==> src/rtl/gpTimerPkg.sv <==
package gpTimerPkg;
  localparam int IRQ_EN_OFF = 'h00;
  localparam int IRQ_ACK_OFF = 'h08;

  localparam logic [1:0] MODE_ONCE = 2'd0;
  localparam logic [1:0] MODE_RPT  = 2'd1;
  localparam logic [1:0] MODE_FREE = 2'd3;

  // per-channel strobes from register decode to datapath
  typedef struct packed {
    logic ctrlWr;
    logic clkWr;
    logic cntWr;
    logic cmpWr;
    logic ackHit;
  } chanStb_t;
endpackage

==> src/rtl/timerCtrl.sv <==
module timerCtrl
  import gpTimerPkg::*;
#(
  parameter int NUM = 6,
  parameter int DW = 32,
  parameter int AW = 8
) (
  input  logic                   clk,
  input  logic                   rstN,
  input  logic [AW-1:0]          busAddr,
  input  logic [NUM-1:0]         wdataLow,
  input  logic                   busWr,
  input  logic                   busRd,
  input  logic [NUM-1:0]         enVec,
  input  logic [NUM-1:0][1:0]    modeVec,
  input  logic [NUM-1:0]         srcVec,
  input  logic [NUM-1:0]         divVec,
  input  logic [NUM-1:0][DW-1:0] cntVec,
  input  logic [NUM-1:0][DW-1:0] cmpVec,
  input  logic [NUM-1:0]         pendingVec,
  output chanStb_t [NUM-1:0]     stb,
  output logic [NUM-1:0]         irqEnVec,
  output logic [DW-1:0]          busRdata,
  output logic                   irqOut
);
  localparam int SW = AW - 4;

  logic [SW-1:0] chanSel;
  logic [1:0]    regSel;
  logic          wordAlign;
  logic          enHit;
  logic          ackHit;
  logic [DW-1:0] rdNext;

  assign chanSel   = busAddr[AW-1:4];
  assign regSel    = busAddr[3:2];
  assign wordAlign = (busAddr[1:0] == 2'b00);
  assign enHit     = (busAddr == AW'(IRQ_EN_OFF));
  assign ackHit    = (busAddr == AW'(IRQ_ACK_OFF));

  for (genvar i = 0; i < NUM; i++) begin : g_stb
    logic hit;
    assign hit = busWr && wordAlign && (chanSel == SW'(i + 1));
    assign stb[i].ctrlWr = hit && (regSel == 2'd0);
    assign stb[i].clkWr  = hit && (regSel == 2'd1);
    assign stb[i].cntWr  = hit && (regSel == 2'd2);
    assign stb[i].cmpWr  = hit && (regSel == 2'd3);
    assign stb[i].ackHit = busWr && ackHit && wdataLow[i];
  end

  always_ff @(posedge clk) begin
    if (!rstN) irqEnVec <= '0;
    else if (busWr && enHit) irqEnVec <= wdataLow;
  end

  always_comb begin
    rdNext = '0;
    if (enHit) rdNext[NUM-1:0] = irqEnVec;
    else if (ackHit) rdNext[NUM-1:0] = pendingVec;
    for (int i = 0; i < NUM; i++) begin
      if (wordAlign && chanSel == SW'(i + 1)) begin
        case (regSel)
          2'd0: begin rdNext[0] = enVec[i]; rdNext[5:4] = modeVec[i]; end
          2'd1: begin rdNext[0] = divVec[i]; rdNext[4] = srcVec[i]; end
          2'd2: rdNext = cntVec[i];
          default: rdNext = cmpVec[i];
        endcase
      end
    end
  end

  always_ff @(posedge clk) begin
    if (!rstN) busRdata <= '0;
    else if (busRd) busRdata <= rdNext;
  end

  assign irqOut = |(pendingVec & irqEnVec);
endmodule

==> src/rtl/timerDatapath.sv <==
module timerDatapath
  import gpTimerPkg::*;
#(
  parameter int NUM = 6,
  parameter int DW = 32
) (
  input  logic                   clk,
  input  logic                   rstN,
  input  chanStb_t [NUM-1:0]     stb,
  input  logic [DW-1:0]          wdata,
  input  logic                   fastTick,
  input  logic                   slowTick,
  output logic [NUM-1:0]         enVec,
  output logic [NUM-1:0][1:0]    modeVec,
  output logic [NUM-1:0]         srcVec,
  output logic [NUM-1:0]         divVec,
  output logic [NUM-1:0][DW-1:0] cntVec,
  output logic [NUM-1:0][DW-1:0] cmpVec,
  output logic [NUM-1:0]         pendingVec
);
  for (genvar i = 0; i < NUM; i++) begin : g_chan
    logic          tick;
    logic          phase;
    logic [DW-1:0] nxtCnt;
    logic          matchMode;

    assign tick      = srcVec[i] ? slowTick : fastTick;
    assign nxtCnt    = cntVec[i] + DW'(1);
    assign matchMode = (modeVec[i] == MODE_ONCE) || (modeVec[i] == MODE_RPT);

    always_ff @(posedge clk) begin
      if (!rstN) begin
        enVec[i]      <= 1'b0;
        modeVec[i]    <= MODE_ONCE;
        srcVec[i]     <= 1'b0;
        divVec[i]     <= 1'b0;
        cntVec[i]     <= '0;
        cmpVec[i]     <= '0;
        pendingVec[i] <= 1'b0;
        phase         <= 1'b0;
      end else begin
        if (stb[i].ackHit) pendingVec[i] <= 1'b0;
        if (stb[i].clkWr) begin
          srcVec[i] <= wdata[4];
          divVec[i] <= wdata[0];
        end
        if (stb[i].cmpWr) cmpVec[i] <= wdata;
        if (stb[i].ctrlWr) begin
          enVec[i]   <= wdata[0];
          modeVec[i] <= wdata[5:4];
          if (wdata[1]) begin
            cntVec[i] <= '0;
            phase     <= 1'b0;
          end
        end else if (stb[i].cntWr) begin
          cntVec[i] <= wdata;
        end else if (enVec[i] && tick) begin
          if (divVec[i] && !phase) begin
            phase <= 1'b1;
          end else begin
            phase <= 1'b0;
            if (matchMode && nxtCnt == cmpVec[i]) begin
              pendingVec[i] <= 1'b1;  // overrides a same-cycle acknowledge
              if (modeVec[i] == MODE_ONCE) begin
                enVec[i]  <= 1'b0;
                cntVec[i] <= nxtCnt;
              end else begin
                cntVec[i] <= '0;
              end
            end else begin
              cntVec[i] <= nxtCnt;
            end
          end
        end
      end
    end
  end
endmodule

==> src/rtl/gpTimerBank.sv <==
module gpTimerBank
  import gpTimerPkg::*;
#(
  parameter int NUM_TIMERS = 6,
  parameter int DATA_W = 32,
  parameter int ADDR_W = 8
) (
  input  logic              clk,
  input  logic              rstN,
  input  logic [ADDR_W-1:0] busAddr,
  input  logic [DATA_W-1:0] busWdata,
  input  logic              busWr,
  input  logic              busRd,
  output logic [DATA_W-1:0] busRdata,
  input  logic              fastTick,
  input  logic              slowTick,
  output logic              irqOut
);
  chanStb_t [NUM_TIMERS-1:0]         stb;
  logic [NUM_TIMERS-1:0]             enVec, srcVec, divVec, pendingVec, irqEnVec;
  logic [NUM_TIMERS-1:0][1:0]        modeVec;
  logic [NUM_TIMERS-1:0][DATA_W-1:0] cntVec, cmpVec;

  timerCtrl #(.NUM(NUM_TIMERS), .DW(DATA_W), .AW(ADDR_W)) ctrlU (
    .clk(clk), .rstN(rstN), .busAddr(busAddr), .wdataLow(busWdata[NUM_TIMERS-1:0]),
    .busWr(busWr), .busRd(busRd), .enVec(enVec), .modeVec(modeVec), .srcVec(srcVec),
    .divVec(divVec), .cntVec(cntVec), .cmpVec(cmpVec), .pendingVec(pendingVec),
    .stb(stb), .irqEnVec(irqEnVec), .busRdata(busRdata), .irqOut(irqOut)
  );

  timerDatapath #(.NUM(NUM_TIMERS), .DW(DATA_W)) dpU (
    .clk(clk), .rstN(rstN), .stb(stb), .wdata(busWdata), .fastTick(fastTick),
    .slowTick(slowTick), .enVec(enVec), .modeVec(modeVec), .srcVec(srcVec),
    .divVec(divVec), .cntVec(cntVec), .cmpVec(cmpVec), .pendingVec(pendingVec)
  );
endmodule

==> config.mk <==
export PLATFORM = sky130hd
export DESIGN_NAME = gpTimerBank
export DESIGN_NICKNAME = d
export VERILOG_FILES = /design/src/rtl/gpTimerPkg.sv /design/src/rtl/timerCtrl.sv /design/src/rtl/timerDatapath.sv /design/src/rtl/gpTimerBank.sv
export SDC_FILE = /design/constraint.sdc
export NUM_CORES = 2
export LEC_CHECK = 0
export ABC_AREA = 1
export BUFFER_PORTS_ARGS = -buffer_cell sky130_fd_sc_hd__buf_2
export CAP_MARGIN = 20
export CORE_MARGIN = 2
export CORE_UTILIZATION = 55
export CTS_BUF_LIST = sky130_fd_sc_hd__clkbuf_8
export CTS_CLUSTER_SIZE = 20
export DETAILED_ROUTE_END_ITERATION = 6
export PLACE_DENSITY = 0.74
export SLEW_MARGIN = 10
export SYNTH_ARGS = -nofsm -noshare
export SYNTH_HDL_FRONTEND = slang
export SYNTH_SLANG_ARGS = --single-unit
==> constraint.sdc <==
create_clock -name clk -period 2.4 [get_ports clk]
set_input_delay 0.48 -clock clk [delete_from_list [all_inputs] [get_ports clk]]
set_output_delay 0.48 -clock clk [all_outputs]
set_load 0.005 [all_outputs]
==> results.ini, run 1 <==
[placed_design]
io_buffers=78
dpl.hpwl_um=138000
routabilityCongestion=1.14
post-place-ws_ns=-0.562

[timing]
worstEpCategory=register input
worst_endpoint=dpU.cntVec[152]$_SDFFE_PN0P_/D

[global_route]
grt.total_usage_pct=87.0
grt_max_degree=100
overflow=545

[cts]
root_buffer=clkbuf_8
clock-sinks=464
ctsHtreeMaxLevel=3
clockBufferDepth=3
postCtsHoldBufs=0
numCtsBuffers=87

[floorplan]
row_count=90
die_w_um=251
initial_core_util_pct=55.6
die_height_um=251
io_pins=79

[yosys]
syn_inst=5896
synth_cell_types=52
ys_seq_area_share_pct=27.7
synth_area_sq_mm=0.0336
ys_warn_count=0
synthArstFlopShare_pct=0
syn_nets=5948
synth_area_per_cell_sq_um=5.69
ys_ff_latch=464
synth_enable_flop_cells=0
synth_top_flop_cell=dfxtp_1

[run_status]
tool.error=[ERROR GRT-0232] Routing congestion too high. Check the congestion heatmap in the GUI.
status=aborted with a tool error
stop_stage=5_1_grt

==> routing by layer <==
layer  GRT usage [%]  GRT overflow
met3            78.3            31
met2            98.8           291
met1            85.9            13
met5            49.7             1
met4            86.8           209
==> timing repair <==
item | 4_1_cts
pin swaps | 158
gates cloned | 22
resized for setup | 665
endpoints found under the setup margin | 204
buffers inserted | 113
==> kinds of logic after synthesis <==
family / synth area share, %
flip-flops: 27.7
adder cells (fa/ha/maj): 0.224
AND/OR/NAND/NOR: 39.0
XOR/XNOR: 2.11
AO/OA/AOI/OAI: 20.8
buffers and inverters: 10.2
==> synth_stat cells, drive strengths merged (27+ instances only) <==
cell       n  share of area, %
clkbuf   239               2.7
nor3      36              0.60
o21bai    34              0.76
o21ai    327               4.9
dfxtp    464                28
nand2   2152                24
inv      571               6.4
buf       69               1.1
a21oi    701                10
nor2     436               5.3
xor2      58               1.5
nand4    115               2.2
o22ai    157               2.9
a221o     27              0.81
nand3    395               6.0
==> metrics by stage <==
step / hold slack, ns / std cells / util [%] / cell area, sq um / TNS, ns
2_1_floorplan: 0.432 / 5896 / - / 33600 / -1.38
3_3_place_gp: 0.447 / 7493 / 70.3 / 42400 / -83.34
3_5_place_dp: 0.462 / 7493 / 70.3 / 42400 / -102.07
4_1_cts: 0.0590 / 7774 / 79.3 / 47900 / -47.99
==> run 2, diff against run 1 <==
Settings changed: CORE_UTILIZATION 55 to 40, CTS_BUF_LIST sky130_fd_sc_hd__clkbuf_8 to unset, CTS_CLUSTER_SIZE 20 to unset, PLACE_DENSITY 0.74 to unset, PLACE_DENSITY_LB_ADDON set to 0.15.
Clock period 2.4 ns to 3.1 ns, I/O delays scaled along.
==> run 2 against run 1 <==
The flow now finishes without violations; synthesized area unchanged; synthesized cell count unchanged.
==> results.ini, run 2 <==
[cts]
clockBufferDepth=3
clkTransAtPathRegs_ns=0.06
cts_tree=built
ctsHtreeMaxLevel=2
clock-sinks=464
clock_latency_ns=0.66
root_buffer=clkbuf_16
postCtsHoldBufs=0
numCtsBuffers=59

[pwr]
power_mw=15.0
clockPowerShare_pct=50.2
leakage_nw=17.5
p_per_area_mw_per_mm2=373
p_sw_share_pct=28.0
ir_drop_uv=401
power_switching_mw=4.19
p_int_mw=10.8
p_seq_share_pct=40.3
combPwrFrac_pct=9.5

[hold_path]
hp-class=input port to flip-flop
timing.hold.worst.start=rstN
hold_path_depth=3
holdPathEnd=dpU.cmpVec[114]$_SDFFE_PN0P_

[routing]
drt-pass1-iter-count=7
drc=0
wl_per_cell_um=25.5
vias=42700
antenna_left=0
first_iter_violations=6081
finalWirelength_um=186000
viasPerCell=5.86

[timing]
worstMarginPinSlew_ns=1.26
final.min_clock_period_ns=2.99
finalCritPeriodShare_pct=96.3
slew_headroom_pct=16.0
whs_ns=0.352
fin_ws_ns=0.113
finalSetupViolCount=0
fmax_mhz=335
hold_violations=0
drv_slew=0
fin_setup_tns_ns=0
finClkSkew_ns=0.0205

[placed_design]
post-place-ws_ns=-0.0469
io_buffers=78
routabilityCongestion=1.04
placedCellCount=7145
placed_area_sq_mm=0.0377
dpl.hpwl_um=137000

[global_route]
grt_antenna_before_repair=22
grt_pass1_wl_um=264000
grt_pass1_vias=37600
grt.total_usage_pct=41.7
overflow=0
grt_max_degree=114

[yosys]
synth_enable_flop_cells=0
yosys.area.top_type_share_pct=27.7
ys_warn_count=0
synth_area_leaders=dfxtp_1, nand2_1, a21oi_1
synth_area_per_cell_sq_um=5.69
yosysMostFrequentCell=nand2_1
syn_inst=5896
synthArstFlopShare_pct=0
synth_area_sq_mm=0.0336
syn_nets=5948
synth_common_cells=nand2_1, a21oi_1, inv_1
synth_cell_types=52
ys_seq_area_share_pct=27.7
yosysTopAreaCell=dfxtp_1
synth_top_flop_cell=dfxtp_1
ys_ff_latch=464

[critical_path]
startpoint_type=flip-flop
reg2reg_from=dpU.cntVec[128]$_SDFFE_PN0P_
critPathLaunch=dpU.cntVec[128]$_SDFFE_PN0P_
crit_required_ns=3.62
critPathArrivalTime_ns=3.51
worstSetupPathType=flip-flop to flip-flop
r2r_slack_ns=0.11
ff2ff_path_depth=20
cp-end-kind=flip-flop
cp_max_fo=8
worstReg2RegEnd=dpU.cntVec[133]$_SDFFE_PN0P_

[final_layout]
final_cell_mix=nand2_1, a21oi_1, inv_1, dfxtp_1, nand3_1
top_regs=dpU.cmpVec (192), dpU.cntVec (192), ctrlU.busRdata (32)
fin_nets=6188
fillers=9047
finish.instance_area_sq_mm=0.0401
area_growth_pct=19.4
post_route_cells_drive_above_1_share_pct=12.1
fin_util_pct=48.1
instances_no_fill=7282
layout_commonest_cell=nand2_1

[floorplan]
io_pins=79
fp.coreArea_sq_mm=0.0834
die-area_sq_mm=0.0863
row_count=106
die_height_um=294
initial_core_util_pct=40.2
die_w_um=294

[run_status]
status=finished, final reports clean

[run]
maxCapViolations=0

run 2: worst max-delay path by stage:
stage | slack (ns) | endpoint
2_1_floorplan | 0.51 | ctrlU.busRdata[4]$_SDFFE_PN0P_
3_3_place_gp | -0.07 | ctrlU.busRdata[21]$_SDFFE_PN0P_
3_5_place_dp | -0.05 | ctrlU.busRdata[21]$_SDFFE_PN0P_
4_1_cts | 0.04 | dpU.cntVec[153]$_SDFFE_PN0P_
5_1_grt | -0.02 | dpU.cntVec[133]$_SDFFE_PN0P_
6_report | 0.11 | dpU.cntVec[133]$_SDFFE_PN0P_
run 2: area by class of cell:
| cell class | count | area [sq um] | share of cell area, % |
|---|---|---|---|
| clock buffers | 91 | 1770 | 4.41 |
| flip-flops and latches | 464 | 9310 | 23.2 |
| diodes | 19 | 47.5 | 0.119 |
| multi-input cells | 4542 | 21100 | 52.6 |
| clock inverters | 17 | 263 | 0.655 |
| inverters | 582 | 2200 | 5.48 |
| well taps | 1080 | 1350 | 3.37 |
| repair buffers | 487 | 4070 | 10.1 |
run 2: kinds of logic after synthesis:
group / after synthesis / synth area share (%)
buffers and inverters: 890 / 10.2
flip-flops: 464 / 27.7
AO/OA/AOI/OAI: 1286 / 20.8
adder cells (fa/ha/maj): 6 / 0.224
XOR/XNOR: 76 / 2.11
AND/OR/NAND/NOR: 3174 / 39.0
run 2: power by group through the flow:
stage | Clock, mW | Sequential (mW) | Combinational, mW
after CTS | 7.54 | 6.03 | 1.33
after global routing | 7.77 | 6.03 | 1.39
final | 7.52 | 6.03 | 1.42
after detailed placement | 0 | 6.16 | 1.33
after floorplan | 0 | 6.14 | 0.450
after global placement | 0 | 6.16 | 1.33
run 2: what timing repair did:
| item | CTS | global route |
|---|---|---|
| hold endpoints to repair | 0 | 0 |
| resized for setup | 0 | 66 |
| buffers inserted | 0 | 10 |
| setup endpoints to repair | 0 | 141 |
run 2: per-layer routing:
metal / vias up / wire length, um / track usage, %
met5: - / 24 / 0
met4: 4 / 12200 / 23.7
met3: 476 / 22800 / 9.55
met2: 2701 / 74600 / 58.8
met1: 19700 / 76000 / 57.8
li1: 19800 / - / -
run 2: worst max-delay path: stages (launching register included):
cell and delay [ns]:
dfxtp_1 0.35, buf_4 0.22, inv_2 0.10, nor2_4 0.22, inv_2 0.09, nor2_2 0.23
nand3_1 0.18, nand2_1 0.12, nand2_1 0.05, nand2_1 0.09, nand2_1 0.06, nor2_1 0.09
nand2_1 0.09, nor2_4 0.23, buf_4 0.17, buf_4 0.16, nand4_1 0.09, nand2_1 0.10
nand2_1 0.05, nand2_1 0.07, a21oi_1 0.07
Power figures use the tool's default switching activity.
